**src/rtl/dice_pkg.sv**
```systemverilog
package dice_pkg;

    localparam int DIE_W       = 3;
    localparam int SUM_W       = DIE_W + 1;
    localparam int SEVEN       = 7;
    localparam int ELEVEN      = 11;
    localparam int SNAKE_EYES  = 2;
    localparam int ACE_DEUCE   = 3;
    localparam int BOXCARS     = 12;

    typedef logic [DIE_W-1:0] die_t;
    typedef logic [SUM_W-1:0] sum_t;

    typedef enum logic [1:0] {
        GS_OPENING = 2'd0,
        GS_CHASING = 2'd1,
        GS_WON     = 2'd2,
        GS_LOST    = 2'd3
    } game_state_t;

    typedef enum logic [1:0] {
        VD_NONE  = 2'd0,
        VD_WIN   = 2'd1,
        VD_LOSE  = 2'd2,
        VD_POINT = 2'd3
    } verdict_t;

    typedef struct packed {
        logic fire;
        sum_t total;
    } roll_evt_t;

    function automatic logic opening_winner(input sum_t s);
        return (s == sum_t'(SEVEN)) || (s == sum_t'(ELEVEN));
    endfunction

    function automatic logic opening_loser(input sum_t s);
        return (s == sum_t'(SNAKE_EYES)) || (s == sum_t'(ACE_DEUCE)) ||
               (s == sum_t'(BOXCARS));
    endfunction

    function automatic sum_t add_dice(input die_t a, input die_t b);
        return sum_t'(a) + sum_t'(b);
    endfunction

endpackage

```
**src/rtl/dice_roll_capture.sv**
```systemverilog
module dice_roll_capture
    import dice_pkg::*;
(
    input  logic      clk,
    input  logic      rst,
    input  logic      roll_i,
    input  die_t      die_a_i,
    input  die_t      die_b_i,
    output roll_evt_t evt_o
);
    logic roll_q;

    always_ff @(posedge clk) begin
        if (rst) roll_q <= 1'b0;
        else     roll_q <= roll_i;
    end

    always_comb begin
        evt_o.fire  = roll_i & ~roll_q;
        evt_o.total = add_dice(die_a_i, die_b_i);
    end

    // an event never fires two cycles in a row
    assert_single_fire_R7: assert property (@(posedge clk) disable iff (rst)
        evt_o.fire |=> !evt_o.fire);
endmodule

```
**src/rtl/dice_verdict.sv**
```systemverilog
module dice_verdict
    import dice_pkg::*;
(
    input  game_state_t state_i,
    input  roll_evt_t   evt_i,
    input  sum_t        point_i,
    output verdict_t    verdict_o
);
    always_comb begin
        verdict_o = VD_NONE;
        if (evt_i.fire) begin
            unique case (state_i)
                GS_OPENING: begin
                    if (opening_winner(evt_i.total))      verdict_o = VD_WIN;
                    else if (opening_loser(evt_i.total))  verdict_o = VD_LOSE;
                    else                                  verdict_o = VD_POINT;
                end
                GS_CHASING: begin
                    if (evt_i.total == point_i)               verdict_o = VD_WIN;
                    else if (evt_i.total == sum_t'(SEVEN))    verdict_o = VD_LOSE;
                    else                                      verdict_o = VD_NONE;
                end
                default: verdict_o = VD_NONE;
            endcase
        end
    end
endmodule

```
**src/rtl/dice_point_store.sv**
```systemverilog
module dice_point_store
    import dice_pkg::*;
(
    input  logic clk,
    input  logic clr_i,
    input  logic load_i,
    input  sum_t d_i,
    output sum_t q_o
);
    always_ff @(posedge clk) begin
        if (clr_i)       q_o <= '0;
        else if (load_i) q_o <= d_i;
    end
endmodule

```
**src/rtl/dice_referee.sv**
```systemverilog
module dice_referee
    import dice_pkg::*;
(
    input  logic             clk,
    input  logic             rst,
    input  logic             new_game_i,
    input  logic             roll_i,
    input  logic [DIE_W-1:0] die_a_i,
    input  logic [DIE_W-1:0] die_b_i,
    output logic             win_o,
    output logic             lose_o,
    output logic             again_o,
    output logic [SUM_W-1:0] point_o
);
    game_state_t state_q, state_d;
    roll_evt_t   evt;
    verdict_t    verdict;
    sum_t        point_q;
    logic        clear;

    assign clear = rst | new_game_i;

    dice_roll_capture u_capture (
        .clk     (clk),
        .rst     (rst),
        .roll_i  (roll_i),
        .die_a_i (die_a_i),
        .die_b_i (die_b_i),
        .evt_o   (evt)
    );

    dice_verdict u_verdict (
        .state_i   (state_q),
        .evt_i     (evt),
        .point_i   (point_q),
        .verdict_o (verdict)
    );

    dice_point_store u_point (
        .clk    (clk),
        .clr_i  (clear),
        .load_i (verdict == VD_POINT),
        .d_i    (evt.total),
        .q_o    (point_q)
    );

    always_comb begin
        state_d = state_q;
        unique case (verdict)
            VD_WIN:   state_d = GS_WON;
            VD_LOSE:  state_d = GS_LOST;
            VD_POINT: state_d = GS_CHASING;
            default:  state_d = state_q;
        endcase
    end

    always_ff @(posedge clk) begin
        if (clear) state_q <= GS_OPENING;
        else       state_q <= state_d;
    end

    assign win_o   = (state_q == GS_WON);
    assign lose_o  = (state_q == GS_LOST);
    assign again_o = (state_q == GS_CHASING);
    assign point_o = point_q;

    // outcome flags are mutually exclusive
    assert_exclusive_R10: assert property (@(posedge clk) disable iff (rst)
        $onehot0({win_o, lose_o, again_o}));

    // a finished game stays finished until cleared
    assert_sticky_win_R8: assert property (@(posedge clk) disable iff (rst)
        (win_o && !new_game_i) |=> win_o);
    assert_sticky_lose_R8: assert property (@(posedge clk) disable iff (rst)
        (lose_o && !new_game_i) |=> lose_o);

    // the point does not move while chasing it
    assert_point_hold_R6: assert property (@(posedge clk) disable iff (rst)
        (again_o && !new_game_i) |=> $stable(point_o));

    // new game clears everything on the next cycle
    assert_clear_R9: assert property (@(posedge clk) disable iff (rst)
        new_game_i |=> (!win_o && !lose_o && !again_o && point_o == '0));

    // a set point is always a legal point value
    assert_point_legal_R3: assert property (@(posedge clk) disable iff (rst)
        again_o |-> (point_o >= 4 && point_o <= 10 && point_o != sum_t'(SEVEN)));
endmodule

```
**config.mk**
```make
export PLATFORM = sky130hd
export DESIGN_NAME = dice_referee
export DESIGN_NICKNAME = d
export VERILOG_FILES = /design/src/rtl/dice_pkg.sv /design/src/rtl/dice_roll_capture.sv /design/src/rtl/dice_verdict.sv /design/src/rtl/dice_point_store.sv /design/src/rtl/dice_referee.sv
export SDC_FILE = /design/constraint.sdc
export NUM_CORES = 1
export LEC_CHECK = 0
export BUFFER_PORTS_ARGS = -buffer_cell sky130_fd_sc_hd__buf_2
export CAP_MARGIN = 20
export CORE_AREA = 2 2 39 41
export CTS_CLUSTER_SIZE = 16
export DETAILED_ROUTE_END_ITERATION = 16
export DIE_AREA = 0 0 41 43
export PLACE_DENSITY = 0.65
export SLEW_MARGIN = 20
export SYNTH_ARGS = -nofsm -noshare
export SYNTH_HDL_FRONTEND = slang
export SYNTH_HIERARCHICAL = 1
export SYNTH_SLANG_ARGS = --single-unit
```
**constraint.sdc**
```tcl
create_clock -name clk -period 3.3 [get_ports clk]
set_input_delay 0.66 -clock clk [delete_from_list [all_inputs] [get_ports clk]]
set_output_delay 0.66 -clock clk [all_outputs]
set_load 0.05 [all_outputs]
```
==> impl_metrics.env <==
export IMPL_finClkSkew_ns=0.001477
export IMPL_wl_per_cell_um=9.587
export IMPL_p_clk_share_pct=30.6
export IMPL_rows=14
export IMPL_status="finished clean"
export IMPL_dp_cells=88
export IMPL_tightest_slew_ns=0.3171
export IMPL_nets=91
export IMPL_htreeDepth=1
export IMPL_syn_cell_area_um2=491.7
export IMPL_gp_congestion=0.7327
export IMPL_cp_cell_sequence="buf_2 -> ha_1 -> inv_1 -> fa_1 -> xnor2_1 -> xnor2_1 -> nand4_1 -> a211oi_1 -> and2_1 -> mux2i_1 -> nor2_1"
export IMPL_setup_viol=0
export IMPL_cts_buffers=3
export IMPL_drc=0
export IMPL_path_max_fanout=5
export IMPL_dr_total_vias=434
export IMPL_drive_above_1_share_pct=28.95
export IMPL_grt_pass1_wl_mm=1.442
export IMPL_p_sw_share_pct=30.95
export IMPL_p_total_mw=0.2447
export IMPL_fp_dieW_um=41
export IMPL_cp_slowest_stage_delay_ns=0.38
export IMPL_cts_hold_fix_buffers=0
export IMPL_via_per_inst=4.717
export IMPL_worstPathRequired_ns=3.44
export IMPL_cts_sinks=7
export IMPL_finish_instance_area_um2=620.6
export IMPL_core_area_um2=1384
export IMPL_fin_cells=92
export IMPL_die_h_um=43
export IMPL_min_to="u_point/q_o[2]"
export IMPL_pin_count=17
export IMPL_cpMostUsedCell="xnor2_1"
export IMPL_diodes=0
export IMPL_ctsRootBufferMaster="clkbuf_4"
export IMPL_die_area_um2=1763
export IMPL_insertion_delay_ns=0.24
export IMPL_drt_antenna_violating_nets=0
export IMPL_fin_tns_setup_ns=0
export IMPL_yosysUniqueCellTypes=24
export IMPL_holdCritStartpoint="u_point/q_o[2]"
export IMPL_cts_tree="built"
export IMPL_placed_area_um2=594.3
export IMPL_min_path_type="reg -> reg"
export IMPL_start_util_pct=35.53
export IMPL_gr_usage_met3_pct=3.141
export IMPL_gr_max_usage_layer="met2"
export IMPL_powerDensity_nw_per_um2=394.2
export IMPL_critPathBufInv=2
export IMPL_grt_usage_pct=11.97
export IMPL_hold_viol_final=0
export IMPL_min_period_ns=2.761
export IMPL_rsz0062_at_grt="false"
export IMPL_clkSlewWorstSetupHoldPaths_ns=0.05
export IMPL_drt_iter0_drc=0
export IMPL_setup_ws_ns=0.5387
export IMPL_antenna_found_initial=0
export IMPL_p_sw_mw=0.07572
export IMPL_drv_cap=0
export IMPL_endpoint_kind="flip-flop"
export IMPL_fin_crit_sh_pct=83.68
export IMPL_wl_um=882
export IMPL_gr_usage_met1_pct=13.92
export IMPL_power_frac_seq_pct=37.2
export IMPL_cts_max_path_buffers=2
export IMPL_rrSetupSlack_ns=1.61
export IMPL_cp_start_kind="input pin"
export IMPL_grt_max_degree=9
export IMPL_cts_resized=0
export IMPL_syn_inst=56
export IMPL_fmax_ghz=0.3621
export IMPL_slew_headroom_pct=78.74
export IMPL_p_int_mw=0.1689
export IMPL_synth_seq_cells=7
export IMPL_power_frac_comb_pct=32.2
export IMPL_vdd_drop_max_uv=161.1
export IMPL_syn_nets=70
export IMPL_post_cts_buffers=0
export IMPL_seq_area_frac_synth_pct=28.50
export IMPL_grt_pass1_vias=357
export IMPL_area_growth_pct=26.21
export IMPL_cp_arrival_ns=2.90
export IMPL_slew_violations=0
export IMPL_dr_pass1_iters=1
export IMPL_crit_path_top_delay_cell="fa_1"
export IMPL_dp_hpwl_um=720.5
export IMPL_crit_type="in -> reg"
export IMPL_dp_slack_ns=0.2391
export IMPL_hold_depth=2
export IMPL_port_buffers=16
export IMPL_met2_usage_pct=19.06
export IMPL_leakagePower_nw=0.2782
export IMPL_overflow=0
export IMPL_r2r_cells=6
export IMPL_yosys_warnings=6
export IMPL_r2r_end="u_point/q_o[3]"
export IMPL_cpLargestDelayFamily="adder cells"
export IMPL_avgSynthCellArea_um2=8.781
export IMPL_r2r_start="u_point/q_o[3]"
-- how the worst max path moves through the flow --
stage                     endpoint  depth (start not counted)  startpoint
finish              u_point/q_o[3]                         11  die_a_i[0]
global route        u_point/q_o[3]                         11  die_a_i[0]
CTS                 u_point/q_o[3]                         11  die_a_i[0]
detailed placement  u_point/q_o[3]                         11  die_a_i[0]
global placement    u_point/q_o[3]                         11  die_a_i[0]
floorplan           u_point/q_o[1]                         11  die_a_i[0]
-- Yosys cell counts --
master,number,area (um2)
nor3_2,1,10.01
clkbuf_2,1,5.000
nor3_1,1,5.000
nand2b_1,2,12.51
nand4_1,1,6.260
dfxtp_1,7,140.1
nor2_1,5,18.77
nor2b_1,4,25.02
a22o_1,1,8.760
or2_4,1,8.760
nand4bb_1,1,11.26
mux2i_1,4,40.04
or3b_1,1,8.760
nand2_1,1,3.750
fa_1,1,20.02
nor4b_1,1,8.760
a21oi_1,3,15.01
xnor2_1,5,43.79
nand3_1,3,15.01
ha_1,3,37.54
and2_1,2,12.51
xor2_1,1,8.760
inv_1,5,18.77
a211oi_1,1,7.510
-- layer usage --
metal / part of all wire [%] / up-vias
li1: - / 232
met3: 4.6 / 0
met4: 0 / 0
met1: 46 / 192
met5: 0 / -
met2: 49 / 10
-- cells in the final DEF (no fill, tap or decap), types with 2 or more instances in the layout --
master,Yosys,routed
buf_2,0,16
nand2b_1,2,2
xnor2_1,5,5
dfxtp_1,7,7
mux2i_1,4,4
nor2b_1,4,4
inv_1,5,5
nor2_1,5,5
clkbuf_4,0,3
ha_1,3,3
nand3_1,3,3
a21oi_1,3,3
and2_1,2,2
-- worst register-to-register path, delay by kind of cell (launching register included) --
family / cells / cell delay (ns)
and+or+nand+nor: 3 / 0.53
DFF: 1 / 0.35
xor gates and xnor gates: 1 / 0.13
muxes: 1 / 0.22
AOI/OAI and AO/OA: 1 / 0.35
-- area by class of cell --
cell class / instances / area [um2]
clock buffer: 4 / 26.28
inverter: 5 / 18.77
multi-input combinational: 43 / 327.8
fill: 141 / 763.2
timing repair buffer: 17 / 87.58
tap: 16 / 20.02
sequential: 7 / 140.1
-- state kept, by name (all words and copies together) (netlist names) --
name	cells
u_point/q_o	4
state_q	2
u_capture/roll_q	1
-- cells by family after synthesis --
family / synth area share, %
AOI/OAI and AO/OA: 6.361
xor gates and xnor gates: 10.69
buffers and inverters: 4.834
adders and majority gates: 11.71
and+or+nand+nor: 29.77
DFF: 28.50
muxes: 8.143
-- metrics by stage --
step | hold slack, ns | util (%)
after floorplan | 0.5148 | -
after global placement | 0.5281 | 42.95
after detailed placement | 0.5257 | 42.95
after CTS | 0.5389 | 44.85
after global routing | 0.5680 | 44.85
final | 0.5356 | 44.85
-- power by group through the flow --
stage	Combinational (mW)	Sequential (mW)	Clock [mW]
final	0.0787	0.0911	0.0749
after global routing	0.0887	0.0916	0.0846
after CTS	0.0797	0.0912	0.0780
after detailed placement	0.0794	0.0929	0
after global placement	0.0783	0.0927	0
after floorplan	0.0571	0.0952	0
Note: power is estimated with default switching activity, not from simulation.
